## src/rtl/ptp_ts_pkg.sv

```systemverilog
package ptp_ts_pkg;

    localparam logic [15:0] ETH_TYPE_PTP  = 16'h88F7;
    localparam logic [7:0]  IPPROTO_UDP_C = 8'd17;
    localparam logic [15:0] PTP_EVT_PORT  = 16'd319;

    typedef struct packed {
        logic [15:0] ethertype;
        logic [7:0]  ip_proto;
        logic [15:0] udp_src;
        logic [15:0] udp_dst;
        logic [3:0]  msg_type;
        logic [3:0]  version;
    } frame_desc_t;

    typedef enum logic [1:0] {
        CLS_V1_SYNC  = 2'd0,
        CLS_V1_DREQ  = 2'd1,
        CLS_V2_EVENT = 2'd2,
        CLS_ALL      = 2'd3
    } ev_class_t;

    typedef enum logic [1:0] {
        SLOT_EMPTY     = 2'd0,
        SLOT_FULL      = 2'd1,
        SLOT_HALF_READ = 2'd2
    } slot_state_t;

endpackage

```

## src/rtl/ptp_ts_match.sv

```systemverilog
module ptp_ts_match
    import ptp_ts_pkg::*;
(
    input  frame_desc_t desc,
    input  ev_class_t   cls,
    input  logic        l2_en,
    input  logic        l4_en,
    input  logic        src_chk,
    output logic        hit
);
    logic l2_ok, l4_ok, v1, v2_evt;

    always_comb begin
        l2_ok  = l2_en && (desc.ethertype == ETH_TYPE_PTP);
        l4_ok  = l4_en && (desc.ip_proto == IPPROTO_UDP_C)
                 && (desc.udp_dst == PTP_EVT_PORT)
                 && (!src_chk || (desc.udp_src == PTP_EVT_PORT));
        v1     = (desc.version == 4'd1);
        v2_evt = (desc.version == 4'd2) && (desc.msg_type < 4'd4);
        unique case (cls)
            CLS_V1_SYNC:  hit = l4_ok && v1 && (desc.msg_type == 4'd0);
            CLS_V1_DREQ:  hit = l4_ok && v1 && (desc.msg_type == 4'd1);
            CLS_V2_EVENT: hit = (l2_ok || l4_ok) && v2_evt;
            CLS_ALL:      hit = 1'b1;
            default:      hit = 1'b0;
        endcase
    end
endmodule

```

## src/rtl/ptp_ts_slot.sv

```systemverilog
module ptp_ts_slot
    import ptp_ts_pkg::*;
#(
    parameter int TW     = 64,
    parameter int MISS_W = 4
) (
    input  logic              clk,
    input  logic              rst_n,
    input  logic              en,
    input  logic              sof,
    input  logic              hit,
    input  logic [TW-1:0]     timer,
    input  logic              rd_lo,
    input  logic              rd_hi,
    output logic              valid,
    output logic [TW-1:0]     stamp,
    output logic [MISS_W-1:0] missed
);
    localparam logic [MISS_W-1:0] MISS_MAX = {MISS_W{1'b1}};

    slot_state_t state, nxt;
    logic        event_seen, capture, lost;

    always_comb begin
        event_seen = en && sof && hit;
        capture    = event_seen && (state == SLOT_EMPTY);
        lost       = event_seen && (state != SLOT_EMPTY);
        nxt        = state;
        if (!en) begin
            nxt = SLOT_EMPTY;
        end else begin
            unique case (state)
                SLOT_EMPTY:     if (capture) nxt = SLOT_FULL;
                SLOT_FULL:      if (rd_lo)   nxt = SLOT_HALF_READ;
                SLOT_HALF_READ: if (rd_hi)   nxt = SLOT_EMPTY;
                default:        nxt = SLOT_EMPTY;
            endcase
        end
    end

    always_ff @(posedge clk) begin
        if (!rst_n) state <= SLOT_EMPTY;
        else        state <= nxt;
    end

    always_ff @(posedge clk) begin
        if (!rst_n) begin
            stamp  <= '0;
            missed <= '0;
        end else begin
            if (capture) stamp <= timer;
            if (lost && (missed != MISS_MAX)) missed <= missed + 1'b1;
        end
    end

    assign valid = (state != SLOT_EMPTY);
endmodule

```

## src/rtl/ptp_ts_capture.sv

```systemverilog
module ptp_ts_capture
    import ptp_ts_pkg::*;
#(
    parameter int TW     = 64,
    parameter int MISS_W = 4
) (
    input  logic              clk,
    input  logic              rst_n,
    input  logic [TW-1:0]     timer_i,
    input  logic              rx_sof,
    input  logic [15:0]       rx_ethertype,
    input  logic [7:0]        rx_ip_proto,
    input  logic [15:0]       rx_udp_src,
    input  logic [15:0]       rx_udp_dst,
    input  logic [3:0]        rx_msg_type,
    input  logic [3:0]        rx_version,
    input  logic              tx_sof,
    input  logic [15:0]       tx_ethertype,
    input  logic [7:0]        tx_ip_proto,
    input  logic [15:0]       tx_udp_src,
    input  logic [15:0]       tx_udp_dst,
    input  logic [3:0]        tx_msg_type,
    input  logic [3:0]        tx_version,
    input  logic              rx_en,
    input  logic              tx_en,
    input  logic [1:0]        rx_class,
    input  logic [1:0]        tx_class,
    input  logic              l2_filt_en,
    input  logic              l4_filt_en,
    input  logic              src_port_chk,
    input  logic              pkt_prefix_en,
    input  logic              rx_rd_lo,
    input  logic              rx_rd_hi,
    input  logic              tx_rd_lo,
    input  logic              tx_rd_hi,
    output logic              rx_valid,
    output logic [TW-1:0]     rx_stamp,
    output logic              tx_valid,
    output logic [TW-1:0]     tx_stamp,
    output logic [MISS_W-1:0] rx_missed,
    output logic [MISS_W-1:0] tx_missed,
    output logic              prefix_valid,
    output logic [2*TW-1:0]   prefix_data
);
    localparam int NSIDE = 2;  // index 0 receive, 1 transmit

    frame_desc_t       s_desc   [NSIDE];
    ev_class_t         s_cls    [NSIDE];
    logic              s_en     [NSIDE];
    logic              s_sof    [NSIDE];
    logic              s_rd_lo  [NSIDE];
    logic              s_rd_hi  [NSIDE];
    logic              s_hit    [NSIDE];
    logic              s_valid  [NSIDE];
    logic [TW-1:0]     s_stamp  [NSIDE];
    logic [MISS_W-1:0] s_missed [NSIDE];

    always_comb begin
        s_desc[0] = '{ethertype: rx_ethertype, ip_proto: rx_ip_proto,
                      udp_src: rx_udp_src, udp_dst: rx_udp_dst,
                      msg_type: rx_msg_type, version: rx_version};
        s_desc[1] = '{ethertype: tx_ethertype, ip_proto: tx_ip_proto,
                      udp_src: tx_udp_src, udp_dst: tx_udp_dst,
                      msg_type: tx_msg_type, version: tx_version};
        s_cls[0]   = ev_class_t'(rx_class);
        s_cls[1]   = ev_class_t'(tx_class);
        s_en[0]    = rx_en;     s_en[1]    = tx_en;
        s_sof[0]   = rx_sof;    s_sof[1]   = tx_sof;
        s_rd_lo[0] = rx_rd_lo;  s_rd_lo[1] = tx_rd_lo;
        s_rd_hi[0] = rx_rd_hi;  s_rd_hi[1] = tx_rd_hi;
    end

    for (genvar s = 0; s < NSIDE; s++) begin : g_side
        ptp_ts_match u_match (
            .desc    (s_desc[s]),
            .cls     (s_cls[s]),
            .l2_en   (l2_filt_en),
            .l4_en   (l4_filt_en),
            .src_chk (src_port_chk),
            .hit     (s_hit[s])
        );
        ptp_ts_slot #(.TW(TW), .MISS_W(MISS_W)) u_slot (
            .clk    (clk),
            .rst_n  (rst_n),
            .en     (s_en[s]),
            .sof    (s_sof[s]),
            .hit    (s_hit[s]),
            .timer  (timer_i),
            .rd_lo  (s_rd_lo[s]),
            .rd_hi  (s_rd_hi[s]),
            .valid  (s_valid[s]),
            .stamp  (s_stamp[s]),
            .missed (s_missed[s])
        );
    end

    assign rx_valid  = s_valid[0];
    assign tx_valid  = s_valid[1];
    assign rx_stamp  = s_stamp[0];
    assign tx_stamp  = s_stamp[1];
    assign rx_missed = s_missed[0];
    assign tx_missed = s_missed[1];

    // Prefix: two zero dwords, then timer low dword, then high dword.
    always_ff @(posedge clk) begin
        if (!rst_n) begin
            prefix_valid <= 1'b0;
            prefix_data  <= '0;
        end else begin
            prefix_valid <= rx_en && pkt_prefix_en && rx_sof;
            if (rx_en && pkt_prefix_en && rx_sof)
                prefix_data <= {timer_i, {TW{1'b0}}};
        end
    end
endmodule

```

## config.mk

```make
export PLATFORM = sky130hd
export DESIGN_NAME = ptp_ts_capture
export DESIGN_NICKNAME = d
export VERILOG_FILES = /design/src/rtl/ptp_ts_pkg.sv /design/src/rtl/ptp_ts_match.sv /design/src/rtl/ptp_ts_slot.sv /design/src/rtl/ptp_ts_capture.sv
export SDC_FILE = /design/constraint.sdc
export NUM_CORES = 1
export LEC_CHECK = 0
export ABC_AREA = 1
export BUFFER_PORTS_ARGS = -buffer_cell sky130_fd_sc_hd__buf_2
export CORE_AREA = 2 2 186 188
export CTS_BUF_LIST = sky130_fd_sc_hd__clkbuf_2
export CTS_CLUSTER_SIZE = 14
export DETAILED_ROUTE_END_ITERATION = 10
export DIE_AREA = 0 0 188 190
export SKIP_LAST_GASP = 1
export SYNTH_ARGS = -nofsm -noshare
export SYNTH_HDL_FRONTEND = slang
export SYNTH_HIERARCHICAL = 1
export SYNTH_SLANG_ARGS = --single-unit
```

## constraint.sdc

```tcl
create_clock -name clk -period 2.3 [get_ports clk]
set_input_delay 0.345 -clock clk [delete_from_list [all_inputs] [get_ports clk]]
set_output_delay 0.345 -clock clk [all_outputs]
set_load 0.01 [all_outputs]
```

* Yosys cells after proc, flatten, opt, wreduce, memory -nomap -nowiden
Cells that the tools add are included.
** Storage, ports and cells
- Register bits :: 205
- Output and inout port bits :: 267
- Input bits :: 210
- Logic and storage cells :: 101
** Cells by class
- Reduce and logical (&&, ||, !) cells :: 47
- Magnitude comparators :: 2
- Equal/unequal tests :: 32
- Add/subtract/negate cells :: 2
- Mux-type cells :: 10
** Operators by type and width (count)
- == test 16 x 9 -> 1 bit, second input constant :: 4
- == test 16 bit, second input constant :: 2
- logical AND 1 bit :: 30
- == test 4 x 1 -> 1 bit, second input constant :: 4
- == test 8 x 5 -> 1 bit, second input constant :: 2
- == test 2 bit, second input constant :: 6
- two-way mux 2 bit :: 6
- case mux 2 bit (3 select lines) :: 2
- adder 4 x 1 -> 4 bit, second input constant :: 2
- == test 2 x 1 -> 1 bit, second input constant :: 4
- == test 4 x 2 -> 1 bit, second input constant :: 2
- zero test 2 bit :: 4
- zero test 4 bit :: 2
- < comparator 4 x 3 -> 1 bit, second input constant :: 2
- != test 2 bit, second input constant :: 4
- != test 4 bit, second input constant :: 2
- case mux 1 bit (4 select lines) :: 2
- AND reduction 3 bit :: 2
- logical OR 1 bit :: 4
- != test 2 x 1 -> 1 bit, second input constant :: 2
- AND reduction 2 bit :: 2
- nonzero test 2 bit :: 2
- zero test 1 bit :: 1

* Depth between registers and ports, before layout
Gate-level depths: netlist of the first run.
- Depth after elaboration :: 11
- Mapped depth :: 16
- Depth with buffers taken out :: 16

* By module
Netlist of the first run, hierarchy kept.
** Modules (own cells, without submodules)
- ptp_ts_slot :: seq. area each 1401.3 µm², times used 2, area each 2622.5 µm², cells each 325
- ptp_ts_capture :: seq. area each 1301.2 µm², times used 1, area each 3148.0 µm², cells each 474
- ptp_ts_match :: seq. area each 0.0 µm², times used 2, area each 380.4 µm², cells each 90

* Worst setup path after synthesis of the first run
Ideal clock, no wire load.
- Path kind :: input port to flip-flop
- Start :: in rx_ip_proto[5]
- End :: reg g_side[0].u_slot.stamp[32]
- Path buffers :: 1
- Required time :: 2.184 ns
- Setup time :: 0.116 ns
- Setup slack :: 0.575 ns
- Arrival :: 1.609 ns
- Stages :: 15
- Cells stage by stage :: inv_1 > nand2_1 > nor2_1 > nand3_1 > nor2_1 > nand2_1 > nand2_1 > nand3_1 > nand3_1 > nand3_1 > nor2_4 > inv_2 > buf_6 > nor2_1 > nor2_1
** RTL lines
- start: declaration :: line ptp_ts_capture.sv:12 : input logic [7:0] rx_ip_proto,
- end signal: assignment :: line ptp_ts_slot.sv:51 : if (capture) stamp <= timer;
- end: declaration :: line ptp_ts_slot.sv:16 : output logic [TW-1:0] stamp,

* Worst setup path after layout of the first run
- Start :: reg g_side[1].u_slot.state[1]
- End :: out tx_valid
** On the way
- Longest elaborated chain between the ends :: 1
** Ends and longest elaborated chain
- start: declaration :: line ptp_ts_slot.sv:21 : slot_state_t state, nxt;
- start signal: assignment :: line ptp_ts_slot.sv:43 : else state <= nxt;
- nonzero test 2 bit :: line ptp_ts_slot.sv:56 : assign valid = (state != SLOT_EMPTY);
- end: declaration :: line ptp_ts_capture.sv:38 : output logic tx_valid,
No other way between the ends.

==> impl_metrics.toml, run 1 <==
[yosys]
post_synth_inst_count = 1304
seq_area_frac_synth_pct = 44.8
ys_ff_latch = 205
synthDistinctLibCells = 25
synth_area_sq_um = 9150
synth.yosys.warnings = 6
synthesis.area_per_instance_sq_um = 7.02

[finish]
final_common_cell = "sky130_fd_sc_hd__nor2_1"
design.final.nets = 2011
mostFrequentLayoutCells = "469 x sky130_fd_sc_hd__nor2_1, 411 x sky130_fd_sc_hd__buf_2, 205 x sky130_fd_sc_hd__dfxtp_1"
final-seq-area_sq_um = 4100
drive_gt1_share_pct = 28.5
n_fill_cell = 3659
p_r_area_growth_vs_syn_pct = 35.6
multiInputGateArea_sq_um = 3800

[clocking]
hold_buffers = 71
clkTransAtPathRegs_ps = 100
cts_root_buffer = "sky130_fd_sc_hd__clkbuf_2"
clock_latency_on_the_worst_skew_pair_ps = 850
cts_setup_buffers = 0
cts_tree = "done"
postCtsResizedCells = 0
cts_buffers = 57
htree_num_levels = 2
cts_buffer_depth = 3
cts_num_sinks = 205

[power]
vdd_drop_max_v = 0.000324
total_power_mw = 7.34
power.density_nw_per_um2 = 592
leakage_power_summed_over_all_cells_nw = 6.96

[routing]
routed_wirelength_microns = 30400
wl_per_cell_microns = 13.3
first_pass_iters = 4
drc = 0
drt_iter0_drc = 340
drt-vias-per-instance = 4.14
final_antenna_net_count = 0
num_vias = 9506

[placement]
gp_routability_congestion = 0.927
place_ws_ps = 92.3
dp.final_hpwl_microns = 21200
place.port_buffers = 412

[job]
max_cap_violations = 0

[timing]
timing.final.setup_violations = 0
final.period_utilization_pct = 79.9
finalHoldWorstSlack_ps = 173
skew_ps = 124
max_freq_mhz = 544
finalSetupTns_ps = 0
minimum_clock_period_ps = 1840
count_of_endpoints_failing_hold_in_the_final_timing_report = 0
setup_repair_after_global_routing_missed_its_margin = "false"
pins_over_their_slew_limit = 0
worst_tran_pin_value_ps = 501
max_slew_margin_pct = 66.6
post-route-worst-setup-slack_ps = 461

[setup_path]
setup.worst_path.start_class = "flop"
setup.worst_path.class = "reg -> out"
timing.critical_path.fanout_max = 4
worstPathRequired_ps = 1960
critical_path_end_type = "primary output"
worst-endpoint-arrival_ps = 1490

[hold_path]
hp-class = "in -> reg"

[global_routing]
groute.usage.overall_pct = 16.4
grt_antenna_before_repair = 3
globalRoute.totalOverflow = 0
vias_in_the_first_global_route = 9094
grt_pass1_wl_microns = 47500
largest_net_degree_at_the_start_of_global_routing = 66

[floorplan]
die_h_microns = 190
floorplan.core_area_sq_um = 33900
dieWidth_microns = 188
floorplan.initialDensity_pct = 27.0
design.portCount = 477
core.rowCount = 68
die-area_sq_um = 35700

[run_status]
run_status = "finished, final reports clean"
[cells in the mapped netlist]
cell type / instances / area share (%)
sky130_fd_sc_hd__clkbuf_2: 4 / 0.22
sky130_fd_sc_hd__buf_4: 65 / 5.3
sky130_fd_sc_hd__nand3b_1: 4 / 0.33
sky130_fd_sc_hd__nand2_1: 200 / 8.2
sky130_fd_sc_hd__nor4_1: 2 / 0.14
sky130_fd_sc_hd__inv_2: 4 / 0.16
sky130_fd_sc_hd__dfxtp_1: 205 / 45
sky130_fd_sc_hd__conb_1: 1 / 0.041
sky130_fd_sc_hd__xnor2_1: 2 / 0.19
sky130_fd_sc_hd__buf_6: 18 / 2.2
sky130_fd_sc_hd__nand3_1: 20 / 1.1
sky130_fd_sc_hd__nand3_2: 1 / 0.11
sky130_fd_sc_hd__nor3_1: 6 / 0.33
sky130_fd_sc_hd__ha_1: 2 / 0.27
sky130_fd_sc_hd__nand4_1: 12 / 0.82
sky130_fd_sc_hd__o21ai_0: 26 / 1.4
sky130_fd_sc_hd__a21oi_1: 6 / 0.33
sky130_fd_sc_hd__nor3b_1: 4 / 0.33
sky130_fd_sc_hd__clkbuf_1: 13 / 0.53
sky130_fd_sc_hd__o21ai_1: 102 / 5.6
sky130_fd_sc_hd__nor2_4: 4 / 0.49
sky130_fd_sc_hd__nor2_1: 469 / 19
sky130_fd_sc_hd__buf_2: 13 / 0.71
sky130_fd_sc_hd__inv_1: 109 / 4.5
sky130_fd_sc_hd__buf_12: 12 / 2.6
[kinds of logic (layout without fill, tap and decap cells)]
family	after synthesis	after routing	synth area share, %
simple gates	722	722	31.1
buf+inv	238	710	16.3
flops	205	205	44.8
compound gates	134	134	7.33
fa+ha+maj	2	2	0.273
xor+xnor	2	2	0.191
other cells	1	66	0.0410
[final timing paths]
path / slack, ps / end / cells after the start / start
max: 460 / tx_valid / 3 / g_side[1].u_slot/state[1]
min: 170 / g_side[1].u_slot/missed[1] / 6 / tx_sof
max reg2reg: 950 / g_side[1].u_slot/state[1] / 5 / g_side[1].u_slot/state[0]
min reg2reg: 500 / g_side[1].u_slot/stamp[16] / 2 / g_side[1].u_slot/stamp[16]
[registers in the layout (all words and copies together), names as in the netlist]
register,count
g_side.u_slot/missed,8
g_side.u_slot/stamp,128
g_side.u_slot/state,4
prefix_data,64
prefix_valid,1
[routing by layer]
layer	global-route usage, %	vias to the layer above	routed length (microns)
met1	19.2	4194	12900
met4	5.81	2	697
met2	28.5	362	14500
met5	0	-	12
li1	-	4883	-
met3	4.65	65	2330
[worst max-delay path, stage by stage (launching register included)]
cell and delay (ps):
sky130_fd_sc_hd__dfxtp_1 370, sky130_fd_sc_hd__nor2_4 170, sky130_fd_sc_hd__inv_2 70, sky130_fd_sc_hd__buf_2 140
[cell type report]
cell class	count	share of cell area (%)
Sequential cell	205	33.1
Timing Repair Buffer	498	24.3
Antenna cell	2	0.0403
Inverter	113	3.42
Multi-Input combinational cell	924	30.7
Clock buffer	84	3.39
Clock inverter	15	0.555
Tap cell	455	4.59
[where the power goes]
part	internal, mW	switching [mW]	leakage, nW
combinational	0.445	0.595	4.91
sequential	3.69	0.0671	1.67
clock	0.980	1.57	0.381
total	5.11	2.23	6.96
[metrics by stage]
step / cell area (sq um) / utilization, % / cells
floorplan: 9390 / - / 1367
CTS: 12400 / 36.5 / 2294
finish: 12400 / 36.6 / 2296
global placement: 11200 / 33.0 / 2124
global route: 12400 / 36.6 / 2296
detailed placement: 11200 / 33.0 / 2124
Power figures use the tool's default switching activity.
==> run 2: changes to the inputs <==
Settings changed: ABC_AREA 1 to 0, CORE_AREA 2 2 186 188 to 2 2 184 186, DIE_AREA 0 0 188 190 to 0 0 186 188.
Clock period 2.3 ns to 1.55 ns, I/O delays scaled along.
==> impl_metrics.toml, run 2 <==
[run_status]
run_status = "finished with violations"
failed_checks = "negative setup slack"

[finish]
drive_gt1_share_pct = 55.0
final_common_cell = "sky130_fd_sc_hd__buf_6"
max_flop_register = "g_side.u_slot/stamp"
biggest_regs = "g_side.u_slot/stamp x128, prefix_data x64, g_side.u_slot/missed x8"
n_fill_cell = 3048
p_r_area_growth_vs_syn_pct = 75.4
mostFrequentLayoutCells = "212 x sky130_fd_sc_hd__buf_6, 204 x sky130_fd_sc_hd__buf_2, 198 x sky130_fd_sc_hd__dfxtp_2"
design.final.nets = 1839
largest_register_ff_count = 128

[global_routing]
grt_pass1_wl_microns = 57000
largest_net_degree_at_the_start_of_global_routing = 98
globalRoute.totalOverflow = 0
vias_in_the_first_global_route = 10100
groute.usage.overall_pct = 20.8
grt_antenna_before_repair = 4

[yosys]
synthXorXnorAreaFrac_pct = 0.193
synth_mux_area_share_pct = 7.50
synth_area_sq_um = 9070
synth-edff-count = 0
top_cells_by_area_in_the_synthesized_netlist = "sky130_fd_sc_hd__dfxtp_1 45%, sky130_fd_sc_hd__mux2i_1 7.5%, sky130_fd_sc_hd__nand3_1 7.3%, sky130_fd_sc_hd__a21oi_1 7.2%, sky130_fd_sc_hd__o21ai_0 6.5%"
synth_adder_area_share_pct = 0.276
synthesis.area_per_instance_sq_um = 8.54
most_common_cell_in_the_synthesized_netlist = "sky130_fd_sc_hd__dfxtp_1"
synth-simple-area-share_pct = 18.8
post_synth_inst_count = 1062
dominantRegCellSynth = "sky130_fd_sc_hd__dfxtp_1"
synth_top_cell_by_area = "sky130_fd_sc_hd__dfxtp_1"
synthDistinctLibCells = 42
synth_top_family_by_area = "simple AND/OR/NAND/NOR gates"
ys_ff_latch = 205
synthesized_area_fraction_occupied_by_ao_oa_aoi_and_oai_cells_pct = 16.0
synth_commonest_cells = "205 x sky130_fd_sc_hd__dfxtp_1, 142 x sky130_fd_sc_hd__nand2_1, 132 x sky130_fd_sc_hd__nand3_1"
synth.yosys.warnings = 6
postSynth.asyncResetShare_pct = 0
synth_top_area_share_pct = 45.2
seq_area_frac_synth_pct = 45.2

[timing]
count_of_endpoints_failing_hold_in_the_final_timing_report = 0
timing.final.setup_violations = 90
setup_repair_after_global_routing_missed_its_margin = "true"
skew_ps = 36.0
minimum_clock_period_ps = 1930
pins_over_their_slew_limit = 0
worst_tran_pin_value_ps = 1090
finalHoldWorstSlack_ps = 120
final.period_utilization_pct = 124
max_freq_mhz = 519
max_slew_margin_pct = 26.9
post-route-worst-setup-slack_ps = -377

[power]
leakage_power_summed_over_all_cells_nw = 6.53
power.density_nw_per_um2 = 694
vdd_drop_max_v = 0.000470
total_power_mw = 11.0

[floorplan]
design.portCount = 477
core.rowCount = 67
floorplan.initialDensity_pct = 27.4
die-area_sq_um = 35000
floorplan.core_area_sq_um = 33100
dieWidth_microns = 186
die_h_microns = 188

[placement]
dp.final_hpwl_microns = 24900
gp_routability_congestion = 0.933
place_ws_ps = -928
place.port_buffers = 412

[clocking]
cts_num_sinks = 205
htree_num_levels = 2
cts_buffer_depth = 3
clkTransAtPathRegs_ps = 110
cts_root_buffer = "sky130_fd_sc_hd__clkbuf_2"
clock_latency_on_the_worst_skew_pair_ps = 810
cts_buffers = 54
cts_tree = "done"

[setup_path]
worstPathRequired_ps = 2280
setup.worst_path.class = "in -> reg"
setup.worst_path.start_class = "primary input"
worst-endpoint-arrival_ps = 2660
critical_path_end_type = "flop"
reg2reg_setup_slack_ps = 120
timing.critical_path.fanout_max = 25

[routing]
first_pass_iters = 5
num_vias = 10400
drc = 0
drt-vias-per-instance = 4.92
drt_iter0_drc = 531
routed_wirelength_microns = 42900
wl_per_cell_microns = 20.3
final_antenna_net_count = 0

[job]
max_cap_violations = 0

[hold_path]
hp-class = "in -> reg"
-- run 2: cell types whose count changed after synthesis, moves of 10 or more --
cell                       delta
sky130_fd_sc_hd__nand2b_1    +10
sky130_fd_sc_hd__mux2i_1     +68
sky130_fd_sc_hd__nand3_1    +112
sky130_fd_sc_hd__buf_2       +23
sky130_fd_sc_hd__a21oi_1    +124
sky130_fd_sc_hd__nor2_1     -463
sky130_fd_sc_hd__o21ai_1     -90
sky130_fd_sc_hd__o21ai_0     +92
sky130_fd_sc_hd__inv_1      -105
sky130_fd_sc_hd__nand2_1     -58
sky130_fd_sc_hd__buf_12      -12
-- run 2: area by class of cell --
cell class,count,area [sq um],share of cell area [%]
sequential,205,4370,27.5
timing repair buffer,604,5630,35.4
clock buffer,79,395,2.48
tap,448,561,3.52
multi-input combinational,756,4880,30.7
inverter,6,27.5,0.173
antenna,2,5.00,0.0314
clock inverter,9,40.0,0.252
-- run 2: stage by stage --
step           utilization, %  instance area [sq um]  std cells  setup TNS (ps)
5_1_grt                  48.1                  15900       2109          -19240
4_1_cts                  44.1                  14600       2065          -10960
2_1_floorplan               -                   9430       1125          -39730
3_3_place_gp             34.6                  11500       1861         -111850
6_report                 48.1                  15900       2109           -9610
3_5_place_dp             34.6                  11500       1861         -117140
-- run 2: critical path, cell delays in order --
cell	delay, ps
sky130_fd_sc_hd__buf_4	120
sky130_fd_sc_hd__dlygate4sd3_1	690
sky130_fd_sc_hd__clkbuf_16	280
sky130_fd_sc_hd__nand2_1	80
sky130_fd_sc_hd__dlygate4sd3_1	550
sky130_fd_sc_hd__mux2i_1	120
sky130_fd_sc_hd__dlygate4sd3_1	580
-- run 2: logic make-up after synthesis --
logic type	count (synthesis)
multiplexers	68
AO/OA/AOI/OAI	278
AND/OR/NAND/NOR	342
adder cells (fa/ha/maj)	2
buffers and inverters	164
XOR/XNOR	2
other	1
flip-flops	205
-- run 2: what timing repair did --
action / CTS / global route
cloned: 2 / 16
endpoints found under the hold margin: 205 / 68
setup endpoints to repair: 205 / 331
gates resized for setup: 432 / 157
hold buffers: 91 / 11
pin swaps: 2 / 88
buffers inserted: 23 / 20
-- run 2: where the power goes --
group | internal [mW] | switching, mW
sequential | 5.41 | 0.0977
clock | 1.34 | 2.30
combinational | 0.925 | 0.969
-- run 2: worst paths after layout --
kind | startpoint | to | cells after the start
worst max-delay path | rst_n | prefix_data[93] | 7
worst min-delay path | rst_n | g_side[1].u_slot/missed[2] | 6
worst max register to register | g_side[1].u_slot/state[1] | g_side[1].u_slot/stamp[41] | 6
worst min register to register | prefix_data[85] | prefix_data[85] | 2
-- run 2: metal layers --
| layer | vias up | share of wire, % | track usage (%) |
|---|---|---|---|
| met1 | 4993 | 41 | 26.0 |
| met5 | - | 0.033 | 0 |
| met2 | 512 | 47 | 33.9 |
| li1 | 4781 | - | - |
| met3 | 79 | 8.9 | 6.99 |
| met4 | 4 | 2.2 | 5.69 |
==> run 3: changes to the inputs <==
Settings changed: SKIP_CTS_REPAIR_TIMING set to 1.
==> impl_metrics.toml, run 3 (same netlist as run 2, synthesis figures left out) <==
[power]
total_power_mw = 10.8
power.density_nw_per_um2 = 720
vdd_drop_max_v = 0.000467
leakage_power_summed_over_all_cells_nw = 6.27

[floorplan]
core.rowCount = 67
design.portCount = 477
die_h_microns = 188
dieWidth_microns = 186
floorplan.core_area_sq_um = 33100
die-area_sq_um = 35000
floorplan.initialDensity_pct = 27.4

[finish]
p_r_area_growth_vs_syn_pct = 65.9
design.final.nets = 1806
mostFrequentLayoutCells = "208 x sky130_fd_sc_hd__buf_6, 206 x sky130_fd_sc_hd__buf_2, 198 x sky130_fd_sc_hd__dfxtp_2"
largest_register_ff_count = 128
stdcell_area_sq_um = 15100
n_fill_cell = 3173
final_common_cell = "sky130_fd_sc_hd__buf_6"
max_flop_register = "g_side.u_slot/stamp"
drive_gt1_share_pct = 51.6
biggest_regs = "g_side.u_slot/stamp x128, prefix_data x64, g_side.u_slot/missed x8"
final_core_util_pct = 45.5

[routing]
num_vias = 10100
first_pass_iters = 5
routed_wirelength_microns = 39000
drt-vias-per-instance = 4.86
drt_iter0_drc = 410
final_antenna_net_count = 0
wl_per_cell_microns = 18.8
drc = 0

[setup_path]
critical_path_end_type = "flop"
reg2reg_setup_slack_ps = 60
worst-endpoint-arrival_ps = 2770
reg2reg_to = "g_side[1].u_slot/missed[3]"
setup.worst_path.start_class = "primary input"
worst_r2r_start = "g_side[1].u_slot/missed[0]"
timing.reg2reg.worst_path_depth = 6
timing.critical_path.fanout_max = 97
worstPathRequired_ps = 2300
setup.worst_path.class = "in -> reg"

[clocking]
htree_num_levels = 2
cts_root_buffer = "sky130_fd_sc_hd__clkbuf_2"
cts_tree = "done"
clkTransAtPathRegs_ps = 100
cts_buffer_depth = 3
clock_latency_on_the_worst_skew_pair_ps = 810
cts_num_sinks = 205
cts_buffers = 54

[job]
max_cap_violations = 0

[timing]
worst_tran_pin_value_ps = 545
final.period_utilization_pct = 131
max_slew_margin_pct = 63.7
pins_over_their_slew_limit = 0
count_of_endpoints_failing_hold_in_the_final_timing_report = 0
minimum_clock_period_ps = 2020
post-route-worst-setup-slack_ps = -475
setup_repair_after_global_routing_missed_its_margin = "true"
finalSetupTns_ps = -5550
skew_ps = 57.9
finalHoldWorstSlack_ps = 96.8
timing.final.setup_violations = 69
max_freq_mhz = 494

[global_routing]
groute.usage.overall_pct = 18.9
vias_in_the_first_global_route = 9212
globalRoute.totalOverflow = 0
grt_pass1_wl_microns = 51800
largest_net_degree_at_the_start_of_global_routing = 98
grt_antenna_before_repair = 3

[placement]
dp.final_hpwl_microns = 24900
placed_area_sq_um = 11500
gp_routability_congestion = 0.933
place.port_buffers = 412

[run_status]
failed_checks = "negative setup slack"
run_status = "finished with violations"

[hold_path]
worst_hold_startpoint = "tx_class[0]"
hold_end = "g_side[1].u_slot/missed[3]"
hp-class = "in -> reg"
holdPathStages = 6
[run 3: cell types whose count changed in the layout (fill, tap and decap cells not counted), sizes merged]
cell,delta
buf,-11
dlymetal6s4s,-1
dlygate4sd3,-15
bufbuf,-2
clkbuf,-4
[run 3: power by group]
part           switching, mW  internal, mW
Clock                   2.29          1.34
Combinational          0.871         0.842
Sequential            0.0965          5.41
[run 3: cell type report]
type	instances	area (sq um)	share of cell area (%)
antenna	2	5.00	0.0332
clock buffer	79	395	2.63
clock inverter	9	40.0	0.266
inverter	6	27.5	0.183
multi-input combinational	756	4480	29.8
sequential	205	4370	29.1
tap	448	561	3.72
timing repair buffer	571	5170	34.3
[run 3: critical path, stage by stage]
cell                            delay [ps]
sky130_fd_sc_hd__buf_4                  70
sky130_fd_sc_hd__dlygate4sd3_1         680
sky130_fd_sc_hd__buf_12                380
sky130_fd_sc_hd__nand2_1                90
sky130_fd_sc_hd__dlygate4sd3_1         570
sky130_fd_sc_hd__mux2i_1               130
sky130_fd_sc_hd__dlygate4sd3_1         570
[run 3: metrics by stage]
stage / instances / setup WS (ps)
after detailed placement: 1861 / -928
final: 2076 / -475
after global placement: 1861 / -896
after floorplan: 1125 / -310
after CTS: 1949 / -628
after global routing: 2076 / -511
[run 3: worst max path at each step]
stage                               from                    endpoint  slack [ps]
4_1_cts        g_side[0].u_slot/state[1]                    rx_valid        -630
3_5_place_dp              rx_udp_dst[15]  g_side[0].u_slot/stamp[41]        -930
2_1_floorplan              rx_udp_dst[7]  g_side[0].u_slot/stamp[21]        -310
3_3_place_gp              rx_udp_dst[15]  g_side[0].u_slot/stamp[41]        -900
6_report                           rst_n             prefix_data[93]        -470
5_1_grt        g_side[0].u_slot/state[0]                    rx_valid        -510
[run 3: per-layer routing]
| layer | vias up | routed length [microns] | global-route usage [%] |
|---|---|---|---|
| met3 | 77 | 3400 | 5.98 |
| met1 | 4850 | 16300 | 24.9 |
| met4 | 4 | 799 | 5.48 |
| li1 | 4695 | - | - |
| met5 | - | 19 | 0 |
| met2 | 468 | 18500 | 29.4 |
